## src/rtl/sflash_pkg.sv

```systemverilog
package sflash_pkg;
  localparam int BUS_W  = 32;
  localparam int ADDR_W = 7;

  localparam logic [ADDR_W-1:0] A_CMD  = 7'h00;
  localparam logic [ADDR_W-1:0] A_STAT = 7'h04;
  localparam logic [ADDR_W-1:0] A_CTRL = 7'h0C;
  localparam logic [ADDR_W-1:0] A_TXF  = 7'h10;
  localparam logic [ADDR_W-1:0] A_RXF  = 7'h20;

  // command fields
  localparam int C_CS_BASE = 5;
  localparam int C_SWCS    = 12;
  localparam int C_CSLVL   = 13;
  localparam int C_RXEN    = 14;
  localparam int C_TXEN    = 15;
  localparam int C_PHASE   = 21;
  localparam int C_MASTER  = 28;

  // status fields
  localparam int S_BUSY = 31;
  localparam int S_RDY  = 30;
  localparam int S_UNF  = 27;
  localparam int S_OVF  = 26;
  localparam int S_RXE  = 25;
  localparam int S_RXF  = 24;
  localparam int S_TXE  = 23;
  localparam int S_TXF  = 22;

  // control fields
  localparam int K_GO   = 31;
  localparam int K_IERX = 27;
  localparam int K_IETX = 26;

  typedef enum logic [1:0] {ENG_IDLE, ENG_LOAD, ENG_RUN} eng_state_t;
endpackage

```

## src/rtl/sflash_fifo.sv

```systemverilog
module sflash_fifo #(
  parameter int W     = 32,
  parameter int DEPTH = 4
) (
  input  logic         clk,
  input  logic         rst,
  input  logic         push,
  input  logic [W-1:0] wdata,
  input  logic         pop,
  output logic [W-1:0] rdata,
  output logic         empty,
  output logic         full
);
  localparam int AW = (DEPTH > 1) ? $clog2(DEPTH) : 1;

  logic [W-1:0]  mem [DEPTH];
  logic [AW-1:0] wptr, rptr;
  logic [AW:0]   cnt;
  logic          do_push, do_pop;

  assign do_push = push && !full;
  assign do_pop  = pop && !empty;
  assign empty   = (cnt == '0);
  assign full    = (cnt == (AW+1)'(DEPTH));
  assign rdata   = mem[rptr];

  always_ff @(posedge clk) begin
    if (do_push) mem[wptr] <= wdata;
  end

  always_ff @(posedge clk) begin
    if (rst) begin
      wptr <= '0;
      rptr <= '0;
      cnt  <= '0;
    end else begin
      if (do_push) wptr <= (wptr == AW'(DEPTH-1)) ? '0 : wptr + 1'b1;
      if (do_pop)  rptr <= (rptr == AW'(DEPTH-1)) ? '0 : rptr + 1'b1;
      case ({do_push, do_pop})
        2'b10:   cnt <= cnt + 1'b1;
        2'b01:   cnt <= cnt - 1'b1;
        default: cnt <= cnt;
      endcase
    end
  end
endmodule

```

## src/rtl/sflash_engine.sv

```systemverilog
module sflash_engine
  import sflash_pkg::*;
#(
  parameter int W        = 32,
  parameter int CNT_W    = 16,
  parameter int DIV_HALF = 2
) (
  input  logic                 clk,
  input  logic                 rst,
  input  logic                 go,
  input  logic [CNT_W-1:0]     cnt_m1,
  input  logic [$clog2(W)-1:0] len_m1,
  input  logic                 cpol,
  input  logic                 cpha,
  input  logic                 tx_en,
  input  logic                 rx_en,
  input  logic [W-1:0]         tx_word,
  input  logic                 tx_empty,
  input  logic                 miso,
  output logic                 tx_pop,
  output logic                 rx_push,
  output logic [W-1:0]         rx_word,
  output logic                 done,
  output logic                 sclk,
  output logic                 mosi
);
  localparam int LEN_W  = $clog2(W);
  localparam int EDGE_W = LEN_W + 1;
  localparam int DIVW   = (DIV_HALF > 1) ? $clog2(DIV_HALF) : 1;

  eng_state_t        state;
  logic [CNT_W-1:0]  left;
  logic [W-1:0]      sh, rxsh, rx_nx, ld_word, ld_align;
  logic [EDGE_W-1:0] edge_n;
  logic [DIVW-1:0]   div;
  logic              tick, leading, do_sample, do_shift, last_edge;

  assign tick      = (div == DIVW'(DIV_HALF-1));
  assign leading   = ~edge_n[0];
  assign do_sample = leading ^ cpha;
  assign do_shift  = ~(leading ^ cpha);
  assign last_edge = (edge_n == {len_m1, 1'b1});
  assign rx_nx     = do_sample ? {rxsh[W-2:0], miso} : rxsh;
  assign ld_word   = (tx_en && !tx_empty) ? tx_word : '0;
  assign ld_align  = ld_word << (W - 1 - int'(len_m1));

  always_ff @(posedge clk) begin
    if (rst) begin
      state   <= ENG_IDLE;
      left    <= '0;
      sh      <= '0;
      rxsh    <= '0;
      edge_n  <= '0;
      div     <= '0;
      sclk    <= 1'b0;
      mosi    <= 1'b0;
      tx_pop  <= 1'b0;
      rx_push <= 1'b0;
      rx_word <= '0;
      done    <= 1'b0;
    end else begin
      tx_pop  <= 1'b0;
      rx_push <= 1'b0;
      done    <= 1'b0;
      case (state)
        ENG_IDLE: begin
          sclk <= cpol;
          if (go) begin
            left  <= cnt_m1;
            state <= ENG_LOAD;
          end
        end
        ENG_LOAD: begin
          tx_pop <= tx_en && !tx_empty;
          if (!cpha) begin
            mosi <= ld_align[W-1];
            sh   <= ld_align << 1;
          end else begin
            sh   <= ld_align;
          end
          rxsh   <= '0;
          edge_n <= '0;
          div    <= '0;
          state  <= ENG_RUN;
        end
        default: begin
          if (tick) begin
            div  <= '0;
            sclk <= ~sclk;
            rxsh <= rx_nx;
            if (do_shift) begin
              mosi <= sh[W-1];
              sh   <= sh << 1;
            end
            if (last_edge) begin
              rx_push <= rx_en;
              rx_word <= rx_nx;
              if (left == '0) begin
                done  <= 1'b1;
                state <= ENG_IDLE;
              end else begin
                left  <= left - 1'b1;
                state <= ENG_LOAD;
              end
            end else begin
              edge_n <= edge_n + 1'b1;
            end
          end else begin
            div <= div + 1'b1;
          end
        end
      endcase
    end
  end
endmodule

```

## src/rtl/sflash_master.sv

```systemverilog
module sflash_master
  import sflash_pkg::*;
#(
  parameter int CNT_W      = 16,
  parameter int FIFO_DEPTH = 4,
  parameter int NUM_CS     = 4,
  parameter int DIV_HALF   = 2
) (
  input  logic              clk,
  input  logic              rst,
  input  logic              bus_wr,
  input  logic              bus_rd,
  input  logic [ADDR_W-1:0] bus_addr,
  input  logic [BUS_W-1:0]  bus_wdata,
  output logic [BUS_W-1:0]  bus_rdata,
  output logic              irq,
  output logic              sclk,
  output logic              mosi,
  input  logic              miso,
  output logic [NUM_CS-1:0] cs_n
);
  localparam int LEN_W = $clog2(BUS_W);

  logic [BUS_W-1:0] cmd_q, stat_v, ctrl_v, tx_head, rx_head, rx_word;
  logic [CNT_W-1:0] cnt_q;
  logic ie_tx, ie_rx, bsy_q, rdy_q, unf_q, ovf_q;
  logic wr_cmd, wr_stat, wr_ctrl, wr_tx, rd_rx, start;
  logic tx_push, tx_pop, tx_empty, tx_full;
  logic rx_push, rx_pop, rx_empty, rx_full, eng_done;

  assign wr_cmd  = bus_wr && (bus_addr == A_CMD);
  assign wr_stat = bus_wr && (bus_addr == A_STAT);
  assign wr_ctrl = bus_wr && (bus_addr == A_CTRL) && !bsy_q;
  assign wr_tx   = bus_wr && (bus_addr == A_TXF);
  assign rd_rx   = bus_rd && (bus_addr == A_RXF);
  assign start   = wr_ctrl && bus_wdata[K_GO] && cmd_q[C_MASTER];
  assign tx_push = wr_tx && !tx_full;
  assign rx_pop  = rd_rx && !rx_empty;

  sflash_fifo #(.W(BUS_W), .DEPTH(FIFO_DEPTH)) u_txq (
    .clk(clk), .rst(rst), .push(tx_push), .wdata(bus_wdata), .pop(tx_pop),
    .rdata(tx_head), .empty(tx_empty), .full(tx_full));

  sflash_fifo #(.W(BUS_W), .DEPTH(FIFO_DEPTH)) u_rxq (
    .clk(clk), .rst(rst), .push(rx_push), .wdata(rx_word), .pop(rx_pop),
    .rdata(rx_head), .empty(rx_empty), .full(rx_full));

  sflash_engine #(.W(BUS_W), .CNT_W(CNT_W), .DIV_HALF(DIV_HALF)) u_eng (
    .clk(clk), .rst(rst), .go(start), .cnt_m1(bus_wdata[CNT_W-1:0]),
    .len_m1(cmd_q[LEN_W-1:0]), .cpol(cmd_q[27:26] == 2'b01),
    .cpha(cmd_q[C_PHASE]), .tx_en(cmd_q[C_TXEN]), .rx_en(cmd_q[C_RXEN]),
    .tx_word(tx_head), .tx_empty(tx_empty), .miso(miso), .tx_pop(tx_pop),
    .rx_push(rx_push), .rx_word(rx_word), .done(eng_done), .sclk(sclk),
    .mosi(mosi));

  always_comb begin
    stat_v         = '0;
    stat_v[S_BUSY] = bsy_q;
    stat_v[S_RDY]  = rdy_q;
    stat_v[S_UNF]  = unf_q;
    stat_v[S_OVF]  = ovf_q;
    stat_v[S_RXE]  = rx_empty;
    stat_v[S_RXF]  = rx_full;
    stat_v[S_TXE]  = tx_empty;
    stat_v[S_TXF]  = tx_full;
    ctrl_v          = '0;
    ctrl_v[K_GO]    = bsy_q;
    ctrl_v[K_IERX]  = ie_rx;
    ctrl_v[K_IETX]  = ie_tx;
    ctrl_v[CNT_W-1:0] = cnt_q;
  end

  always_ff @(posedge clk) begin
    if (rst) begin
      cmd_q     <= '0;
      cnt_q     <= '0;
      ie_tx     <= 1'b0;
      ie_rx     <= 1'b0;
      bsy_q     <= 1'b0;
      rdy_q     <= 1'b0;
      unf_q     <= 1'b0;
      ovf_q     <= 1'b0;
      irq       <= 1'b0;
      cs_n      <= '1;
      bus_rdata <= '0;
    end else begin
      if (wr_cmd) cmd_q <= bus_wdata;
      if (wr_ctrl) begin
        cnt_q <= bus_wdata[CNT_W-1:0];
        ie_tx <= bus_wdata[K_IETX];
        ie_rx <= bus_wdata[K_IERX];
      end
      if (wr_stat) begin
        if (bus_wdata[S_RDY]) rdy_q <= 1'b0;
        if (bus_wdata[S_UNF]) unf_q <= 1'b0;
        if (bus_wdata[S_OVF]) ovf_q <= 1'b0;
      end
      if (wr_tx && tx_full)    ovf_q <= 1'b1;
      if (rd_rx && rx_empty)   unf_q <= 1'b1;
      if (start) begin
        bsy_q <= 1'b1;
        rdy_q <= 1'b0;
      end else if (eng_done) begin
        bsy_q <= 1'b0;
        rdy_q <= 1'b1;
      end
      irq <= rdy_q && (ie_tx || ie_rx);
      for (int i = 0; i < NUM_CS; i++)
        cs_n[i] <= (cmd_q[C_SWCS] && cmd_q[C_CS_BASE+i]) ? cmd_q[C_CSLVL] : 1'b1;
      if (bus_rd) begin
        case (bus_addr)
          A_CMD:   bus_rdata <= cmd_q;
          A_STAT:  bus_rdata <= stat_v;
          A_CTRL:  bus_rdata <= ctrl_v;
          A_RXF:   bus_rdata <= rx_empty ? '0 : rx_head;
          default: bus_rdata <= '0;
        endcase
      end
    end
  end
endmodule

```

## config.mk

```make
export PLATFORM = sky130hd
export DESIGN_NAME = sflash_master
export DESIGN_NICKNAME = d
export VERILOG_FILES = /design/src/rtl/sflash_pkg.sv /design/src/rtl/sflash_fifo.sv /design/src/rtl/sflash_engine.sv /design/src/rtl/sflash_master.sv
export SDC_FILE = /design/constraint.sdc
export NUM_CORES = 1
export LEC_CHECK = 0
export ABC_AREA = 1
export BUFFER_PORTS_ARGS = -buffer_cell sky130_fd_sc_hd__buf_2
export CAP_MARGIN = 5
export CORE_MARGIN = 8
export CORE_UTILIZATION = 25
export CTS_BUF_LIST = sky130_fd_sc_hd__clkbuf_8
export CTS_CLUSTER_SIZE = 10
export DETAILED_ROUTE_END_ITERATION = 10
export PLACE_DENSITY_LB_ADDON = 0.2
export RECOVER_POWER = 25
export SYNTH_ARGS = -nofsm -noshare
export SYNTH_HDL_FRONTEND = slang
export SYNTH_SLANG_ARGS = --single-unit
```

## constraint.sdc

```tcl
create_clock -name clk -period 6.9 [get_ports clk]
set_input_delay 0.345 -clock clk [delete_from_list [all_inputs] [get_ports clk]]
set_output_delay 0.345 -clock clk [all_outputs]
set_load 0.01 [all_outputs]
```

==> results.txt, run 1 <==
The flow ran to the end, and the final reports show no timing, DRC or antenna violations. The total number of clock tree sinks came out at 491. In this run the clock root is driven by a sky130_fd_sc_hd__clkbuf_8.

The power per standard cell area is 241.5 nW/µm². For this run, design rule violations remaining after detail routing come to 0. The number of filler instances in the final layout is 9553. On the critical path, the stage with the largest delay is an instance of sky130_fd_sc_hd__nand2_2. The beginning of the critical path is u_eng.edge_n[0].

The total overflow left after global routing is 0. STA classifies the critical path startpoint as a flop. The post-synthesis cell area came out at 22370 µm². The detailed-placement wirelength estimate is 43670 µm.

The minimum clock period after layout is 3.237 ns. The number of synthesized flops with an enable pin is 256. In this run the worst setup path terminates at u_eng.sh[9]. The min-delay analysis places its worst path in the category in2reg.

The cell depth of the worst hold path is 5. The gate count of the mapped netlist is 2673. The critical path's top delay family is simple AND/OR/NAND/NOR gates. The count of buffer and inverter cells on the critical path is 5. The final-report max-slew violation count came out at 0. The max-capacitance violation count is 0. STA puts the critical path data arrival time at 3.80 ns. The critical path goes through inv_1, nand2_1, nand2_2, inv_1, nor2_1, nor2_2, buf_4, inv_1, or2_2, nand3_1, inv_1. In this run the tightest slew margin relative to its limit is 0.2617. The post-detailed-route wirelength per cell is 17.31 µm. The final number of hold-violating endpoints came out at 0.

TritonCTS built the clock tree. In this run, distinct cell masters in the synthesized netlist total 45. The area overhead of the layout relative to synthesis came out at 15.98%. In the synthesized netlist the async set-or-reset flop fraction comes to 0. The via count of the first global-routing pass came out at 17440.

The setup slack of the critical path after layout is 3.663 ns. After detailed routing, the number of vias per cell comes to 4.592. Entering global routing, the biggest net connects 83 pins. The final standard cell utilization of the core is 0.2931. Measured along the x axis, the die boundary spans 315.1 µm. The final clock period utilization by the worst path came out at 0.4691. Of all cell types, the one taking the most synthesized area is sky130_fd_sc_hd__edfxtp_1. In this run the count of I/O pins placed on the die edge is 83. The number of levels in the clock H-tree came out at 3. TritonCTS created 89 clock buffers.

Of all nets on the critical path, the largest fanout is 61. The worst reg-to-reg path cell count is 11. The worst setup path is of the reg2reg kind. The post-synth net total is 2733.

For the final routed database, the setup TNS stands at 0 ns. The proportion of synthesized chip area in sequential cells is 0.5540. The total of endpoints with negative setup slack in the final report is 0. The detailed-router iteration count before antenna repair came out at 5. The clock input transition at the sequential cells of the worst setup and hold paths is 0.06 ns.

The start of the worst register-to-register path is u_eng.edge_n[0]. Yosys attributes the largest share of cell area to sky130_fd_sc_hd__edfxtp_1 34%, sky130_fd_sc_hd__dfxtp_1 21%, sky130_fd_sc_hd__nand2_1 9.3%. Among all cell types in the netlist, the one instantiated most often is sky130_fd_sc_hd__nand2_1. The endpoint of the lowest-slack register-to-register path is u_eng.sh[9].

The number of stages on the worst setup path is 11. The area share of the leading cell type in the synthesized netlist is 0.3437. The number of antenna violations at the first check in global routing is 5. The commonest cells after synthesis are 552 x sky130_fd_sc_hd__nand2_1, 390 x sky130_fd_sc_hd__nand3_1, 327 x sky130_fd_sc_hd__inv_1.

VDD sags by at most 0.1297 mV. The via count came out at 18300. The placer's final routability congestion estimate is 0.7996. The post-place setup slack is 3.610 ns.

For this configuration, the core starts out at a cell density of 0.2527. The number of routed nets with antenna violations came out at 0. The highest achievable clock rate is 309.0 MHz. The floorplan step defined a die boundary enclosing 99300 µm².

The largest single stage delay on the critical path is 0.57 ns. Across every metal layer, demand over resource in global routing totals 0.1367. The cell that appears most often on the critical path is sky130_fd_sc_hd__inv_1.

For the final database, setup skew stands at 0.02550 ns. The insertion delay to the later sink of the worst-skew pair came out at 0.68 ns. The worst path required time came out at 7.46 ns. The final net count came out at 2806. The mean cell area of the mapped netlist came out at 8.368 µm². The overall die height came out at 315.1 µm. The first-pass GRT wire length is 106500 µm. The number of standard-cell rows in the floorplan came out at 109. Wires add up to 69000 µm. The area of the core came out at 88510 µm².

The count of buffers from port buffering is 82. The maximum buffer depth of the clock tree came out at 3. The analysis attributes to cell leakage a power of 0.009878 µW. The register-to-register setup slack is 3.66 ns.

The share of final-layout standard cells stronger than drive strength 1 is 0.09326. For this run, the leading register cell type out of synthesis is sky130_fd_sc_hd__edfxtp_1. In this run, synthesis produced a sequential element count of 491.

For this run, the number of Yosys warnings is 0. Setup repair after global routing left no endpoint under its margin. The slew at the pin closest to its max-slew limit is 1.106 ns.

The DRC marker count from the first detailed-route iteration is 1387. The worst setup path is captured at a flop.
[worst min-delay path by stage]
stage	startpoint	endpoint	slack (ns)
floorplan	cmd_q[5]	cs_n[0]	0.39
global placement	cmd_q[8]	cs_n[3]	0.42
detailed placement	cmd_q[7]	cs_n[2]	0.43
CTS	bus_wdata[2]	u_txq.mem[3][2]	0.006
global route	miso	u_eng.rx_word[0]	0.06
finish	bus_addr[4]	ovf_q	0.1
[cell type report]
type | instances | area [µm²] | area share
clock buffers | 101 | 1390 | 0.05359
clock inverters | 64 | 326.6 | 0.01259
multi-input cells | 1678 | 8122 | 0.3131
flip-flops and latches | 491 | 12400 | 0.4778
repair buffers | 151 | 987.2 | 0.03806
inverters | 335 | 1260 | 0.04857
well taps | 1165 | 1458 | 0.05619
diodes | 1 | 2.502 | 0.00009646
[cell usage in the layout, fill, tap and decap left out, types with 61 or more instances in the layout]
| cell | n |
|---|---|
| sky130_fd_sc_hd__buf_2 | 61 |
| sky130_fd_sc_hd__nand2_1 | 551 |
| sky130_fd_sc_hd__dfxtp_1 | 232 |
| sky130_fd_sc_hd__edfxtp_1 | 256 |
| sky130_fd_sc_hd__nand3_1 | 390 |
| sky130_fd_sc_hd__inv_1 | 362 |
| sky130_fd_sc_hd__a21oi_1 | 180 |
| sky130_fd_sc_hd__nor2_1 | 114 |
| sky130_fd_sc_hd__o21ai_0 | 248 |
| sky130_fd_sc_hd__clkbuf_8 | 101 |
[report_power, final]
part	internal, µW	switching (µW)
Sequential	3100	37.7
Clock	1420	1250
Combinational	146	319
[cell families (layout without fill, tap and decap cells)]
logic type / Yosys count / in the layout / share of synthesized area
other cells: 0 / 1 / 0
fa+ha+maj: 16 / 16 / 0.009621
flops: 491 / 491 / 0.5540
xor+xnor: 3 / 3 / 0.001175
mux: 2 / 2 / 0.0008950
compound gates: 523 / 523 / 0.1267
buf+inv: 504 / 651 / 0.08698
simple gates: 1134 / 1134 / 0.2206
[worst min-delay path, delay by kind of cell]
kind	cells	cell delay (ns)
compound gates	1	0.06
simple gates	3	0.20
buf+inv	1	0.11
[state kept, by name (all words and copies together), names as in the netlist, 3 cells and up, named ones only]
| register | count |
|---|---|
| bus_rdata | 32 |
| cmd_q | 32 |
| cnt_q | 16 |
| cs_n | 4 |
| u_eng.edge_n | 6 |
| u_eng.left | 16 |
| u_eng.rx_word | 32 |
| u_eng.rxsh | 32 |
| u_eng.sh | 32 |
| u_rxq.cnt | 3 |
| u_rxq.mem | 128 |
| u_txq.cnt | 3 |
| u_txq.mem | 128 |
[layer usage]
| layer | track usage | wire [µm] | share of wire |
|---|---|---|---|
| met5 | 0 | 0 | 0 |
| met4 | 0.03527 | 1328 | 0.019 |
| met3 | 0.02501 | 2881 | 0.042 |
| met2 | 0.2123 | 30480 | 0.44 |
| met1 | 0.1949 | 34310 | 0.50 |
[timing repair]
action                                 4_1_cts  5_1_grt
buffers inserted                             0        0
hold buffers                                34        0
endpoints found under the hold margin      138        0
resized for setup                            0        0
[metrics by stage]
| stage | std cells | power [µW] | hold WS (ns) | area (µm²) |
|---|---|---|---|---|
| floorplan | 2673 | 3503 | 0.3906 | 22370 |
| global placement | 3786 | 3658 | 0.4247 | 23910 |
| detailed placement | 3786 | 3658 | 0.4277 | 23910 |
| CTS | 3985 | 6378 | 0.006104 | 25960 |
| global route | 3986 | 6563 | 0.06236 | 25940 |
| finish | 3986 | 6266 | 0.09876 | 25940 |
Power figures use the tool's default switching activity.
==> run 2: changes to the inputs <==
- ABC_AREA: 1 -> 0
- clock period: 6.9 -> 2.9 ns (I/O delays scaled with it)
==> run 2 against run 1 <==
Effect of this change: sequential power increased by 130%; synthesized area decreased by 4.3%; combinational power decreased by 30%; die area decreased by 4.1%; first-iteration DRC count decreased by 12%; clock skew increased by 0.038 ns; synthesized cell count decreased by 31%; via count decreased by 14%; wire length decreased by 0.27%; utilization increased by 1.2 points; clock power increased to 2.5 times the previous value; critical endpoint unchanged; largest power group unchanged.
==> results.txt, run 2 <==
The commonest cells after synthesis are 294 x sky130_fd_sc_hd__nand2_1, 256 x sky130_fd_sc_hd__edfxtp_1, 235 x sky130_fd_sc_hd__dfxtp_1. The final number of hold-violating endpoints came to 0 (unchanged). The area of the core is 85010 µm² (-4.0%). The run finished with clean final reports. The overall power consumption came to 14360 µW (+130%). The final clock period utilization by the worst path is 0.9606 (+0.4915). The count of buffers from port buffering came out at 82 (unchanged). The number of clock buffers inserted by TritonCTS came out at 90 (+1.1%). The maximum buffer depth of the clock tree came to 3 (unchanged). The minimum clock period after layout is 2.786 ns (-0.4510 ns).

The overall die height came out at 308.6 µm (-2.1%). The global-route usage over all layers came to 0.1431 (+0.006344). The detailed-placement wirelength estimate came to 47380 µm (+8.5%). The post-route worst hold slack came out at 0.09644 ns (-0.002326 ns).

The signal on the critical path passes through buf_12, mux4_2, buf_4, mux4_2, mux2i_1, buf_4, o22a_1, o221a_1, nor3_1. The detailed-router iteration count before antenna repair is 5 (unchanged). CTS placed an instance of sky130_fd_sc_hd__clkbuf_8 at the clock tree root.

The post-detailed-route wirelength per cell is 21.03 µm (+21%). The via count came to 15800 (-14%). The endpoint kind of the worst setup timing path is a flop. The worst path required time came out at 3.43 ns (-4.03 ns).

The max-capacitance violation count came out at 0 (unchanged). The number of standard-cell rows in the floorplan is 107 (-1.8%). The max-slew headroom at the worst pin is 0.4721 (+0.2104).

The area overhead of the layout relative to synthesis is 20.98%. The area used by multi-input combinational logic is 8274 µm² (+1.9%). The critical path's top delay family is multiplexers. The insertion delay to the later sink of the worst-skew pair came to 0.71 ns (+0.03 ns). The number of distinct library cells after synthesis came out at 80 (+78%). The largest registers in the layout are u_rxq.mem: 128 flops, u_txq.mem: 128 flops.

The final wirelength was 68810 µm (-0.27%). The proportion of synthesized chip area in sequential cells was 0.5788 (+0.02483). The sequential fraction of design power came out at 0.508 (+0.007).

The fraction of registers with async set/reset is 0 (unchanged). The power per standard cell area is 554.6 nW/µm² (+130%). The post-synth net total came out at 1905 (-30%). The clock input transition at the sequential cells of the worst setup and hold paths is 0.06 ns (about the same). The first-pass GRT wire length is 104500 µm (-1.9%).

The static power due to leakage is 0.008952 µW (-9.4%). The count of buffer and inverter cells on the critical path was 3 (-2). Setup repair after global routing left no endpoint under its margin. The final-report max-slew violation count is 0 (unchanged). After synthesis, the cell types taking the most area are sky130_fd_sc_hd__edfxtp_1 36%, sky130_fd_sc_hd__dfxtp_1 22%, sky130_fd_sc_hd__mux4_2 7.8%. The mean number of vias per cell came to 4.829 (+5.2%). The signal arrival time at the worst endpoint is 3.31 ns (-0.49 ns). Following the worst setup path forward leads to its endpoint at u_eng.sh[9]. The relative contribution of the clock network to total power was 0.469 (+0.044).

The total of endpoints with negative setup slack in the final report came to 0 (unchanged). The worst setup path is of the reg2reg kind. The worst clock skew on the final layout came out at 0.06334 ns (+0.03783 ns).

The starting utilization of the core area came to 0.2518 (-0.0008893). Leaving out fill and tap cells, the most frequent cell in the layout is sky130_fd_sc_hd__nand2_1. The number of synthesized flops with an enable pin came out at 256 (unchanged). The final standard cell utilization of the core is 0.3046 (+0.01156). The peak per-stage delay on the critical path was 0.53 ns (-0.04 ns). The TritonCTS clock tree is done. The Yosys warning count is 0 (unchanged). Yosys instantiated no cell more often than sky130_fd_sc_hd__nand2_1.

The highest achievable clock rate came to 359.0 MHz (+16%). The post-synthesis cell area came out at 21410 µm² (-4.3%). The register bit count reported by yosys is 491 (unchanged). The total die area is 95250 µm² (-4.1%). In the layout the commonest cells are 294 x sky130_fd_sc_hd__nand2_1, 256 x sky130_fd_sc_hd__edfxtp_1, 233 x sky130_fd_sc_hd__dfxtp_1. The width of the die is 308.6 µm (-2.1%).

The placer's final routability congestion estimate came out at 0.8662 (+8.3%). Summed over all instances, the cell type with the most area after synthesis is sky130_fd_sc_hd__edfxtp_1. The top fanout value on the critical path came out at 11 (-82%).

The number of levels in the clock H-tree was 3 (unchanged). The number of routed nets with antenna violations is 0 (unchanged). The area share of the leading cell type in the synthesized netlist came out at 0.3591 (+0.01541).

The leftover overflow at the end of global routing is 0 (unchanged). The number of stages on the worst setup path is 9 (-2). On the critical path, the stage with the largest delay is an instance of sky130_fd_sc_hd__mux4_2. The via count of the first global-routing pass is 16170 (-7.3%). The slew at the pin closest to its max-slew limit came out at 0.7900 ns (-0.3163 ns). The total internal power is 11010 µW (+140%).

The number of filler instances in the final layout came to 8671 (-9.2%). The path class of the tightest hold or removal check is in2reg. The power spent charging and discharging nets came to 3358 µW (+110%). The final net count is 2105 (-25%). The worst setup path is launched from a flop. The number of remaining DRC errors came out at 0 (unchanged). The gate count of the mapped netlist was 1845 (-31%). The share of final-layout standard cells stronger than drive strength 1 came to 0.1927 (+0.09948).

The endpoint identified for the worst register-to-register timing path is u_eng.sh[9]. The DRC marker count from the first detailed-route iteration came out at 1224 (-12%). The register-to-register setup slack came out at 0.11 ns (-3.55 ns). The I/O pin count came to 83 (unchanged). In the synthesized netlist the dominant register cell turns out to be sky130_fd_sc_hd__edfxtp_1. The combinational share of power is 0.023 (-0.051). The maximum vdd ir drop is 0.2692 mV (+110%). The area taken by flip-flops and latches is 12400 µm² (about the same).

The mean cell area of the mapped netlist came to 11.60 µm² (+39%). The total number of clock tree sinks came to 491 (unchanged). The cell depth of the worst hold path was 4 (-1). The number of antenna violations at the first check in global routing came out at 3 (-2).

The worst reg-to-reg path cell count is 9 (-2). The final total negative setup slack is 0 ns (unchanged). The switching portion of total power came out at 0.2338 (-0.02183).

The pin count of the biggest net entering global routing is 92 (+11%).
run 2: per-layer routing:
| layer | up-vias | part of all wire | track usage | wire, µm |
|---|---|---|---|---|
| met5 | - | 0.00017 | 0 | 12 |
| met2 | 405 | 0.46 | 0.2296 | 31700 |
| met3 | 102 | 0.054 | 0.02940 | 3737 |
| li1 | 7327 | - | - | - |
| met4 | 2 | 0.022 | 0.03775 | 1531 |
| met1 | 7963 | 0.46 | 0.1961 | 31830 |
run 2: layout make-up:
type / instances / share of cell area
inverters: 28 / 0.004155
multi-input cells: 1197 / 0.3195
flip-flops and latches: 491 / 0.4787
clock buffers: 95 / 0.05049
clock inverters: 74 / 0.01981
repair buffers: 237 / 0.07155
well taps: 1144 / 0.05527
diodes: 6 / 0.0005797
run 2: worst min-delay path by stage:
stage	from	to	slack (ns)
floorplan	bus_wdata[0]	u_txq.mem[0][0]	0.24
global placement	bus_wdata[18]	u_txq.mem[2][18]	0.42
detailed placement	bus_wdata[25]	u_txq.mem[2][25]	0.43
CTS	bus_addr[3]	ovf_q	0.04
global route	bus_addr[3]	ovf_q	0.10
finish	bus_addr[3]	ovf_q	0.1
run 2: kinds of logic after synthesis:
group | count (synthesis) | share of synthesized area
and+or+nand+nor | 597 | 0.1188
DFF | 491 | 0.5788
AOI/OAI and AO/OA | 412 | 0.1271
buffers and inverters | 157 | 0.03869
muxes | 156 | 0.1200
xor gates and xnor gates | 16 | 0.006546
adders and majority gates | 16 | 0.01005
run 2: per-stage QoR:
stage | worst slack, ns | cell area, µm² | cells
2_1_floorplan | 0.02434 | 21420 | 1845
3_3_place_gp | 0.05630 | 23670 | 3054
3_5_place_dp | 0.005436 | 23670 | 3054
4_1_cts | 0.07871 | 25890 | 3263
5_1_grt | 0.007566 | 25890 | 3269
6_report | 0.1143 | 25900 | 3272
run 2: power groups by stage:
stage                     combinational [µW]  clock (µW)  sequential, µW
after floorplan                          105           0            7450
final                                    325        6730            7300
after global routing                     351        7240            7300
after detailed placement                 290           0            7450
after CTS                                335        6940            7300
after global placement                   287           0            7450
run 2: timing repair:
item                                    in CTS  in global routing
endpoints found under the setup margin       0                  1
hold buffers                                40                  0
resized for setup                            0                  2
setup buffers                                0                  3
endpoints found under the hold margin      230                  0
run 2: tightest hold or removal path, delay by kind of cell:
family	cells	cell delay [ns]
AND/OR/NAND/NOR	2	0.18
AO/OA/AOI/OAI	1	0.19
buffers and inverters	1	0.19
==> run 3: changes to the inputs <==
- CORE_ASPECT_RATIO: unset -> 0.6
==> run 3 against run 2 <==
Effect of this change: the run now ends with setup timing left; clock power is 10% lower; sequential share of layout area is 0.16 points higher; total power is 5.1% lower; critical path type unchanged; largest power group unchanged; highest routed layer is now met4.
==> results.txt, run 3 (synthesized netlist as in run 2, its figures left out) <==
The number of levels in the clock H-tree came out at 3 (unchanged). The cell depth of the worst hold path is 6 (+2). The worst reg-to-reg path cell count came out at 10 (+1). The placer's final routability congestion estimate came to 0.9807 (+13%).

The via count is 16000 (+1.3%). The global-route usage over all layers came to 0.1414 (-0.001678). The startpoint identified for the worst hold timing path is bus_addr[6].

The starting utilization of the core area came to 0.2514 (-0.0004255). The area of the core came out at 85160 µm² (+0.17%). The number of standard-cell rows in the floorplan came out at 83 (-22%).

The final reports fail on setup timing. TritonCTS built the clock tree. The combinational share of power came to 0.023 (about the same). The final-report max-slew violation count is 0 (unchanged). The number of routed nets with antenna violations came out at 0 (unchanged). The worst clock skew on the final layout came out at 0.04543 ns (-0.01790 ns).

met1 is the most crowded layer. Compared with the post-synthesis result, the final layout area differs by 20.58%. The final number of hold-violating endpoints is 0 (unchanged).

The switching portion of total power is 0.2336 (about the same). The overall die height came out at 242.7 µm (-21%). The library cells used most frequently in the layout, excluding fill and tap cells, are 294 x sky130_fd_sc_hd__nand2_1, 256 x sky130_fd_sc_hd__edfxtp_1, 233 x sky130_fd_sc_hd__dfxtp_1.

The number of antenna repair diodes came out at 0 (-6). The number of antenna violations at the first check in global routing came out at 1 (-2). The insertion delay to the later sink of the worst-skew pair is 0.70 ns (about the same). The max-capacitance violation count was 0 (unchanged). The number of clock buffers inserted by TritonCTS is 80 (-11%). The total of endpoints with negative setup slack in the final report was 3 (+3). The power per standard cell area came out at 528.0 nW/µm² (-4.8%). The static power due to leakage came out at 0.008902 µW (-0.57%). The post-place setup slack is -0.02566 ns (-0.03110 ns). The first-pass GRT wire length came out at 103900 µm (-0.53%). The register-to-register setup slack came out at -0.03 ns (-0.14 ns).

The detailed-placement wirelength estimate is 48000 µm (+1.3%). The path class of the tightest hold or removal check is in2reg. The flow ran to the end, but the final reports show violations.

The sequential fraction of design power came out at 0.535 (+0.027). The total number of clock tree sinks came to 491 (unchanged). The detailed-router iteration count before antenna repair is 6 (+1).

The via count of the first global-routing pass came to 15570 (-3.7%). The met1 layer usage reported by global route came to 0.2170 (+0.02092). Leaving out fill and tap cells, the most frequent cell in the layout is sky130_fd_sc_hd__nand2_1.

The critical path is of the reg2reg type. The number of remaining DRC errors is 0 (unchanged). The power spent charging and discharging nets was 3184 µW (-5.2%). The endpoint identified for the worst register-to-register timing path is u_eng.sh[8]. The signal arrival time at the worst endpoint is 3.44 ns (+0.13 ns). The clock input transition at the sequential cells of the worst setup and hold paths came out at 0.07 ns (about the same). The count of buffers from port buffering came out at 82 (unchanged). The worst path required time is 3.41 ns (-0.02 ns). The maximum vdd ir drop is 0.3025 mV (+12%). The I/O pin count came out at 83 (unchanged).

The total die area came out at 95560 µm² (+0.32%). The maximum buffer depth of the clock tree is 3 (unchanged). The total internal power is 10450 µW (-5.1%). The share of final-layout standard cells stronger than drive strength 1 came to 0.1997 (+0.006973). The tree is rooted in a sky130_fd_sc_hd__clkbuf_8.

The final wirelength came to 70210 µm (+2.0%). The leftover overflow at the end of global routing came to 0 (unchanged). The final total negative setup slack came to -0.05076 ns (-0.05076 ns). Setup repair after global routing could not meet its margin everywhere. The minimum clock period after layout is 2.930 ns (+0.1441 ns). The global-route met3 utilization came out at 0.03845 (+0.009056).

STA classifies the critical path startpoint as a flop. The setup slack of the critical path after layout came out at -0.02982 ns (-0.1441 ns). The final clock period utilization by the worst path was 1.010 (+0.04970). For hold timing, the worst endpoint is ovf_q. The final net count is 2105 (unchanged). The DRC marker count from the first detailed-route iteration is 1455 (+19%). The highest achievable clock rate came to 341.3 MHz (-4.9%). The met2 usage in global routing is 0.1939 (-0.03572). The relative contribution of the clock network to total power is 0.442 (-0.027). The slew at the pin closest to its max-slew limit came out at 0.9438 ns (+0.1538 ns). The width of the die is 393.8 µm (+28%). The worst setup path is captured at a flop. The largest registers in the layout are u_rxq.mem: 128 flops, u_txq.mem: 128 flops. The max-slew headroom at the worst pin is 0.3677 (-0.1044).

The top fanout value on the critical path was 6 (-5). The post-detailed-route wirelength per cell is 21.54 µm (+2.4%). The pin count of the biggest net entering global routing is 114 (+24%). The mean number of vias per cell came out at 4.907 (+1.6%).
-- run 3: per-stage QoR --
stage               total power (µW)  instances  utilization  hold WS (ns)  cell area (µm²)
finish                         13630       3260       0.3031        0.1905            25810
global placement                7722       3060       0.2778        0.3997            23660
floorplan                       7556       1845            -        0.2439            21420
CTS                            13870       3254       0.3022        0.1375            25730
detailed placement              7724       3060       0.2778        0.4111            23660
global route                   14190       3260       0.3031        0.1986            25810
-- run 3: worst max-delay path by stage --
| stage | startpoint | end | slack (ns) | depth (start not counted) |
|---|---|---|---|---|
| final | flop | u_eng.sh[8] | -0.03 | 10 |
| after global routing | flop | u_eng.mosi | -0.1 | 8 |
| after CTS | flop | u_eng.mosi | -0.06 | 8 |
| after detailed placement | flop | u_eng.mosi | -0.03 | 8 |
| after global placement | flop | u_eng.mosi | -0.005 | 8 |
| after floorplan | bus_addr[1] | u_rxq.cnt[2] | 0.02 | 14 |
-- run 3: worst max-delay path: stages (launching register included) --
cell and delay [ns]:
sky130_fd_sc_hd__dfxtp_4 0.44, sky130_fd_sc_hd__buf_12 0.17, sky130_fd_sc_hd__buf_6 0.12, sky130_fd_sc_hd__mux4_2 0.56
sky130_fd_sc_hd__mux2_4 0.29, sky130_fd_sc_hd__mux2_4 0.31, sky130_fd_sc_hd__o211ai_1 0.42, sky130_fd_sc_hd__buf_4 0.20
sky130_fd_sc_hd__o21ai_0 0.07, sky130_fd_sc_hd__o21ai_1 0.09, sky130_fd_sc_hd__a21oi_1 0.07
-- run 3: area by class of cell --
cell class                      count  area [µm²]
Clock buffer                       86        1184
Clock inverter                     64       400.4
Fill cell                        8797       59340
Inverter                           28       107.6
Multi-Input combinational cell   1197        8343
Sequential cell                   491       12400
Tap cell                         1147        1435
Timing Repair Buffer              247        1947
-- run 3: power groups by stage --
stage / Combinational [µW] / Sequential (µW) / Clock (µW)
2_1_floorplan: 105 / 7450 / 0
3_5_place_dp: 280 / 7440 / 0
6_report: 310 / 7290 / 6030
5_1_grt: 335 / 7290 / 6560
4_1_cts: 323 / 7290 / 6250
3_3_place_gp: 278 / 7440 / 0
-- run 3: layer usage --
metal / wire, µm / vias up
met1: 35180 / 8030
met2: 28060 / 565
met4: 1201 / 0
li1: - / 7313
met3: 5772 / 90
met5: 0 / -
-- run 3: what timing repair did --
item                                    4_1_cts  5_1_grt
gates resized for setup                      10       14
cloned                                        1        1
endpoints found under the setup margin        9       24
hold buffers                                 41        0
hold endpoints to repair                    218        0
pin swaps                                     1        7
buffers inserted                              2        5
